$ cat config.mk
export PLATFORM = sky130hd
export DESIGN_NAME = adbus_splitter
export DESIGN_NICKNAME = d
export VERILOG_FILES = /design/src/rtl/adbus_pkg.sv /design/src/rtl/adbus_ale_edge.sv /design/src/rtl/adbus_addr_hold.sv /design/src/rtl/adbus_phase_ctrl.sv /design/src/rtl/adbus_splitter.sv
export SDC_FILE = /design/constraint.sdc
export NUM_CORES = 1
export LEC_CHECK = 0
export BUFFER_PORTS_ARGS = -buffer_cell sky130_fd_sc_hd__buf_2
export CAP_MARGIN = 15
export CORE_ASPECT_RATIO = 1.1
export CORE_MARGIN = 2
export CORE_UTILIZATION = 48
export CTS_CLUSTER_SIZE = 10
export DETAILED_ROUTE_END_ITERATION = 10
export GPL_ROUTABILITY_DRIVEN = 1
export PLACE_DENSITY = 0.88
export SLEW_MARGIN = 20
export SYNTH_ARGS = -nofsm -noshare
export SYNTH_HDL_FRONTEND = slang
export SYNTH_SLANG_ARGS = --single-unit
$ cat constraint.sdc
create_clock -name clk -period 1.6 [get_ports clk]
set_input_delay 0.32 -clock clk [delete_from_list [all_inputs] [get_ports clk]]
set_output_delay 0.32 -clock clk [all_outputs]
set_load 0.02 [all_outputs]
$ cat src/rtl/adbus_pkg.sv
`timescale 1ns/1ps
package adbus_pkg;

   localparam int NARROW_AD_W = 8;
   localparam int NARROW_HI_W = 8;
   localparam int WIDE_AD_W   = 16;
   localparam int WIDE_HI_W   = 4;
   localparam int STAT_W      = 4;

   typedef enum logic {
      PH_IDLE = 1'b0,
      PH_DATA = 1'b1
   } bus_phase_e;

   function automatic int ad_width(input bit wide);
      return wide ? WIDE_AD_W : NARROW_AD_W;
   endfunction

   function automatic int hi_width(input bit wide);
      return wide ? WIDE_HI_W : NARROW_HI_W;
   endfunction

endpackage

$ cat src/rtl/adbus_ale_edge.sv
`timescale 1ns/1ps
module adbus_ale_edge (
   input  logic clk,
   input  logic rst_n,
   input  logic ale,
   output logic ale_fall
);

   logic ale_q;

   always_ff @(posedge clk or negedge rst_n) begin
      if (!rst_n) ale_q <= 1'b0;
      else        ale_q <= ale;
   end

   // trailing edge: strobe seen high last clock, low now
   assign ale_fall = ale_q & ~ale;

endmodule

$ cat src/rtl/adbus_addr_hold.sv
`timescale 1ns/1ps
module adbus_addr_hold #(
   parameter int LINE_W = 17
) (
   input  logic              clk,
   input  logic              rst_n,
   input  logic              ale,
   input  logic              ale_fall,
   input  logic [LINE_W-1:0] lines_in,
   output logic [LINE_W-1:0] lines_out
);

   if (LINE_W < 2) begin : g_bad_width
      $error("adbus_addr_hold: LINE_W must be at least 2");
   end

   logic [LINE_W-1:0] line_q;
   logic [LINE_W-1:0] hold_q;

   always_ff @(posedge clk or negedge rst_n) begin
      if (!rst_n) begin
         line_q <= '0;
         hold_q <= '0;
      end else begin
         line_q <= lines_in;
         if (ale_fall) hold_q <= line_q;
      end
   end

   // transparent while strobe high; bypass the load on the edge cycle
   always_comb begin
      if (ale)           lines_out = lines_in;
      else if (ale_fall) lines_out = line_q;
      else               lines_out = hold_q;
   end

endmodule

$ cat src/rtl/adbus_phase_ctrl.sv
`timescale 1ns/1ps
module adbus_phase_ctrl
   import adbus_pkg::*;
(
   input  logic clk,
   input  logic rst_n,
   input  logic ale,
   input  logic ale_fall,
   input  logic dir_rd,
   output logic addr_valid,
   output logic mem_rd,
   output logic mem_wr,
   output logic bus_oe
);

   bus_phase_e ph_q;
   logic       valid_q;
   logic       data_act;

   always_ff @(posedge clk or negedge rst_n) begin
      if (!rst_n) begin
         ph_q    <= PH_IDLE;
         valid_q <= 1'b0;
      end else begin
         valid_q <= ale_fall;
         if (ale)           ph_q <= PH_IDLE;
         else if (ale_fall) ph_q <= PH_DATA;
      end
   end

   assign data_act   = ~ale & ((ph_q == PH_DATA) | ale_fall);
   assign mem_rd     = data_act &  dir_rd;
   assign mem_wr     = data_act & ~dir_rd;
   assign bus_oe     = mem_rd;
   assign addr_valid = valid_q;


   valid_pulse_chk: assert property (@(posedge clk) disable iff (!rst_n)
      addr_valid |=> !addr_valid);


   fall_strobe_chk: assert property (@(posedge clk) disable iff (!rst_n)
      $fell(ale) |-> (mem_rd ^ mem_wr));

endmodule

$ cat src/rtl/adbus_splitter.sv
`timescale 1ns/1ps
module adbus_splitter
   import adbus_pkg::*;
#(
   parameter  bit WIDE_BUS = 1'b0,
   localparam int AD_W     = ad_width(WIDE_BUS),
   localparam int HI_W     = hi_width(WIDE_BUS),
   localparam int ADDR_W   = AD_W + HI_W
) (
   input  logic              clk,
   input  logic              rst_n,
   input  logic              ale,
   input  logic              s1_rd,
   input  logic [AD_W-1:0]   ad_in,
   input  logic [HI_W-1:0]   hi_in,
   output logic [AD_W-1:0]   ad_out,
   output logic              ad_oe,
   output logic [ADDR_W-1:0] mem_addr,
   output logic              addr_valid,
   output logic              mem_rd,
   output logic              mem_wr,
   output logic [AD_W-1:0]   mem_wdata,
   input  logic [AD_W-1:0]   mem_rdata,
   output logic [STAT_W-1:0] cyc_status
);

   if (WIDE_BUS && (HI_W != STAT_W)) begin : g_bad_status
      $error("adbus_splitter: wide upper lines must match status width");
   end
   if (AD_W < 1 || HI_W < 1) begin : g_bad_lines
      $error("adbus_splitter: line widths must be positive");
   end

   logic              ale_fall;
   logic [ADDR_W:0]   held;

   adbus_ale_edge u_edge (
      .clk      (clk),
      .rst_n    (rst_n),
      .ale      (ale),
      .ale_fall (ale_fall)
   );

   adbus_addr_hold #(.LINE_W(ADDR_W + 1)) u_hold (
      .clk       (clk),
      .rst_n     (rst_n),
      .ale       (ale),
      .ale_fall  (ale_fall),
      .lines_in  ({s1_rd, hi_in, ad_in}),
      .lines_out (held)
   );

   adbus_phase_ctrl u_phase (
      .clk        (clk),
      .rst_n      (rst_n),
      .ale        (ale),
      .ale_fall   (ale_fall),
      .dir_rd     (held[ADDR_W]),
      .addr_valid (addr_valid),
      .mem_rd     (mem_rd),
      .mem_wr     (mem_wr),
      .bus_oe     (ad_oe)
   );

   assign mem_addr  = held[ADDR_W-1:0];
   assign ad_out    = mem_rdata;
   assign mem_wdata = ad_in;

   if (WIDE_BUS) begin : g_status
      logic [STAT_W-1:0] stat_q;
      always_ff @(posedge clk or negedge rst_n) begin
         if (!rst_n)          stat_q <= '0;
         else if (addr_valid) stat_q <= hi_in[STAT_W-1:0];
      end
      assign cyc_status = stat_q;


      status_hold_chk: assert property (@(posedge clk) disable iff (!rst_n)
         !addr_valid |=> $stable(cyc_status));
   end else begin : g_no_status
      assign cyc_status = '0;
   end


   capture_chk: assert property (@(posedge clk) disable iff (!rst_n)
      (addr_valid && !ale) |-> (mem_addr == $past({hi_in, ad_in}, 2)));


   hold_chk: assert property (@(posedge clk) disable iff (!rst_n)
      (!ale && $past(!ale)) |-> $stable(mem_addr));

endmodule

; Word level (Yosys, flattened, before mapping)
; Index checks and enable logic that the tools add are counted.
[totals]
register_bits = 37
word_cells = 17
[classes]
mux = 4
bitwise = 7
reduce_logical = 1
[ops]
columns = operator, n
row1 = $mux 17, 2
row2 = $and 1x1->1, 4
row3 = $mux 1, 2
row4 = $not 1->1, 2
row5 = $reduce_bool 2->1, 1
row6 = $or 1x1->1, 1

; Logic depth before layout (Yosys ltp)
[logic_depth]
ltp_word = 6
depth_mapped = 5
ltp_nobuf = 2

; Hierarchy
; A second synthesis with hierarchy kept.
[unflattened]
hier_cells = 102
area_unflattened_um2 = 1595.3
[modules_own_cells]
columns = module, n_inst, cells_each, area_per_inst_um2, seq_area_each_um2
row1 = adbus_addr_hold, 1, 72, 1312.5, 850.8
row2 = adbus_splitter, 1, 21, 153.9, 0.0
row3 = adbus_phase_ctrl, 1, 7, 90.1, 50.0
row4 = adbus_ale_edge, 1, 2, 38.8, 25.0

; Worst setup path after synthesis
; No wires, ideal clock.
[synth_timing]
kind = reg2out
startpoint = register u_edge.ale_q
endpoint = output mem_rd
arrival_ps = 1412
slack_ps = -132
stages_incl_launch_ff = 5
cell_sequence = dfrtp_1 -> buf_2 -> nand3b_1 -> a21oi_1 -> buf_4
[synth_via]
elab_chain_cells = 4
word_cells_on_any_way = 6
[synth_lines]
columns = element, line
row1 = from (decl), adbus_ale_edge.sv:9  ; logic ale_q;
row2 = from (signal assigned), adbus_ale_edge.sv:13  ; else ale_q <= ale;
row3 = $and 1x1->1 *, adbus_ale_edge.sv:17  ; assign ale_fall = ale_q & ~ale;
row4 = $or 1x1->1 / $mux 17 (equally long branches), -
row5 = $and 1x1->1 / $mux 17 (equally long branches), "adbus_phase_ctrl.sv:31, adbus_addr_hold.sv:32"
row6 = $and 1x1->1 *, adbus_phase_ctrl.sv:32  ; assign mem_rd = data_act & dir_rd;
row7 = to (decl), adbus_splitter.sv:20  ; output logic mem_rd,
; Mark *: on every way between the ends. The rest lies on a longest branch, timed or not.

; Worst setup path after layout
[layout_timing]
startpoint = register u_edge.ale_q
endpoint = output ad_oe
[layout_via]
elab_chain_cells = 4
word_cells_on_any_way = 6
[layout_lines]
columns = element, line
row1 = $and 1x1->1 *, adbus_ale_edge.sv:17
row2 = $or 1x1->1 / $mux 17 (equally long branches), -
row3 = $and 1x1->1 / $mux 17 (equally long branches), "adbus_phase_ctrl.sv:31, adbus_addr_hold.sv:32"
row4 = $and 1x1->1 *, adbus_phase_ctrl.sv:32
row5 = to (decl), adbus_splitter.sv:17  ; output logic ad_oe,
; Marks and branches as above.

==> metrics.txt <==
switch share=0.289; CTS sink count=37; CP bufs+invs=2; status=complete, but fails checks; worst setup slack after layout=-205 ps; CP Capture Type=primary output; total gr overflow=0; Crit Path Class=register to primary output; setup TNS=-2720 ps; part of the power in registers=0.550; Hold WC Path Type=input port to register; Num CTS Buffers=5; final WL=2.91 mm; Final nets=203; R2R depth=3; Mapped Area=1730 sq um; CP arrival=1490 ps; Lkg Pwr=1.00 nW; Final ANT Viol Nets=0; RSZ-0062 raised after global routing=yes; share of total power in combinational logic=0.213; placed cell areas=1880 sq um; P per Cell Area=993 nW/um^2; Syn Inst Count=142; Yosys top cell by area=dfrtp_1; Hold Vio Cnt, Final=0; VDD IR max=0.000622 V; register area share after synthesis=0.535; post-synth cell types=18; fin area=1960 sq um; EDFF count, synth=0; Reg clk slew, reported paths=100 ps; R2R setup slack=220 ps; Yosys top cell area share=0.535; Sw Pwr=0.564 mW; clock share of power=0.237; drt pass-1 iters=3; Root Buffer=clkbuf_4; hold-critical path depth=1; Pint=1.39 mW; FF-to-FF End=u_hold.hold_q[0]$_DFF_PN0_; share of flip-flops with an asynchronous set or reset=1.00; worst skew pair latency=340 ps; GRT Util Overall=0.160; Avg Cell Area, Syn=12.2 sq um; CTS tree=yes; first-pass GRT wire length=4.63 mm; Port Buf Inserts=47; crit-path cells=buf_12 > nand3b_1 > a21oi_2 > buf_4; critical path fanouts, max=20; crit path max-delay cell type=dfrtp_1; Initial Util=0.511; Startpoint Class=register; FILL cells=310; non-filler cells, final=224; CP max stage delay=440 ps; hold path start=s1_rd; H-tree depth=2; Via density=4.80; final period utilization=1.13; full die area=4100 sq um; ys flop type=dfrtp_1; Max Clk Rate=554 MHz; synth cell count leaders=37 x dfrtp_1, 22 x buf_4, 17 x nand2_1, 16 x mux2i_1, 16 x o21ai_0; failing checks=negative setup slack; Die Y=67.0 um; Seq cells post-synth=37; share of cells above drive strength 1=0.449; ant diodes=0; Post-CTS Setup Inserts=0; Finish-stage setup viols=19; largest net degree at the start of global routing=21; r2r startpoint=u_edge.ale_q$_DFF_PN0_; core area=3390 sq um; count leader, synth=dfrtp_1; Residual DRC=0; gpl congestion=0.663; max-cap violation count=0; IO Pins=68; vias in the first global route=1068; detailed placement HPWL=2.01 mm; Synth warnings=0; Register Area=926 sq um; CTS max path bufs=2; total number of vias=1076; Core Rows=22; crit-path leading delay family=flip-flops; area occupied by multi-input gates=608 sq um; total power=1.95 mW; Die Width=61.3 um; Final Critical Period=1810 ps; Layout area overhead=13.4%; wire per inst=13.0 um; Post-Place Cells=215; clk_skew=3.89 ps; Hold Path End=u_hold.line_q[16]$_DFF_PN0_; DRT iter0 DRCs=22; largest cells by area after synthesis=dfrtp_1 53%, buf_4 9.5%, mux2i_1 9.2%; initial antenna violation count=0; Slew Viols, Final=0; WP data required=1280 ps
-- power groups by stage --
| stage | Sequential [mW] | Clock, mW | Combinational (mW) |
|---|---|---|---|
| CTS | 1.07 | 0.489 | 0.419 |
| global route | 1.08 | 0.537 | 0.454 |
| detailed placement | 1.09 | 0 | 0.401 |
| floorplan | 1.08 | 0 | 0.325 |
| finish | 1.07 | 0.463 | 0.415 |
| global placement | 1.08 | 0 | 0.394 |
-- cells in the final DEF, fill, tap and decap left out, drive strengths merged --
cell and n:
or3b 1, mux2 17, nand2 17, a21oi 2
nand2b 2, clkbuf 6, conb 4, inv 1
clkinv 2, nor2 2, o21ai 16, mux2i 16
dfrtp 37, dlygate4sd3 1, nand3b 1, buf 51
-- per-stage QoR --
step                      hold WS [ps]   util  worst slack (ps)
after global routing              55.1  0.580              -299
after CTS                         58.3  0.578              -203
final                             74.9  0.580              -205
after floorplan                   24.4      -              10.4
after global placement             265  0.556               123
after detailed placement           277  0.556               117
-- flip-flops by register name, indices dropped and copies added (netlist names) --
signal / count
u_hold.line_q: 17
u_edge.ale_q: 1
u_phase.addr_valid: 1
u_hold.hold_q: 17
u_phase.ph_q: 1
-- worst max-delay path by stage --
stage / cells after the start / to / from / slack [ps]
2_1_floorplan: 4 / mem_rd / u_edge.ale_q$_DFF_PN0_ / 10
3_3_place_gp: 3 / mem_wr / u_edge.ale_q$_DFF_PN0_ / 120
3_5_place_dp: 3 / mem_wr / u_edge.ale_q$_DFF_PN0_ / 120
4_1_cts: 4 / ad_oe / u_edge.ale_q$_DFF_PN0_ / -200
5_1_grt: 4 / ad_oe / u_edge.ale_q$_DFF_PN0_ / -300
6_report: 4 / ad_oe / u_edge.ale_q$_DFF_PN0_ / -210
-- per-layer routing --
| metal | wire length [um] | vias to the layer above | track usage |
|---|---|---|---|
| met5 | 0 | - | 0 |
| met4 | 82 | 0 | 0.101 |
| met3 | 211 | 8 | 0.0427 |
| met2 | 1330 | 51 | 0.253 |
| met1 | 1280 | 500 | 0.187 |
| li1 | - | 517 | - |
-- logic make-up after synthesis --
group | count (synthesis) | share of synthesized area
flops | 37 | 0.535
mux | 33 | 0.223
buf+inv | 30 | 0.126
simple gates | 23 | 0.0621
compound gates | 18 | 0.0520
other cells | 1 | 0.00217
-- worst reg2reg max path, cell delays in order, from the launching register on --
cell and delay [ps]:
dfrtp_1 440, buf_12 190, nand2b_4 270, mux2_2 390
-- final cells by class --
cell class / instances / area share
clock buffer: 6 / 0.0210
clock inverter: 2 / 0.00510
inverter: 1 / 0.00191
multi-input combinational: 78 / 0.310
sequential: 37 / 0.472
tap: 48 / 0.0306
timing repair buffer: 52 / 0.160
-- repair_timing --
action                                  CTS  global route
endpoints found under the setup margin   19            19
resized for setup                        21             2
pin swaps                                 1             2
cloned                                    0             0
hold buffers                              1             0
hold endpoints to repair                 17             0
Note: power is estimated with default switching activity, not from simulation.
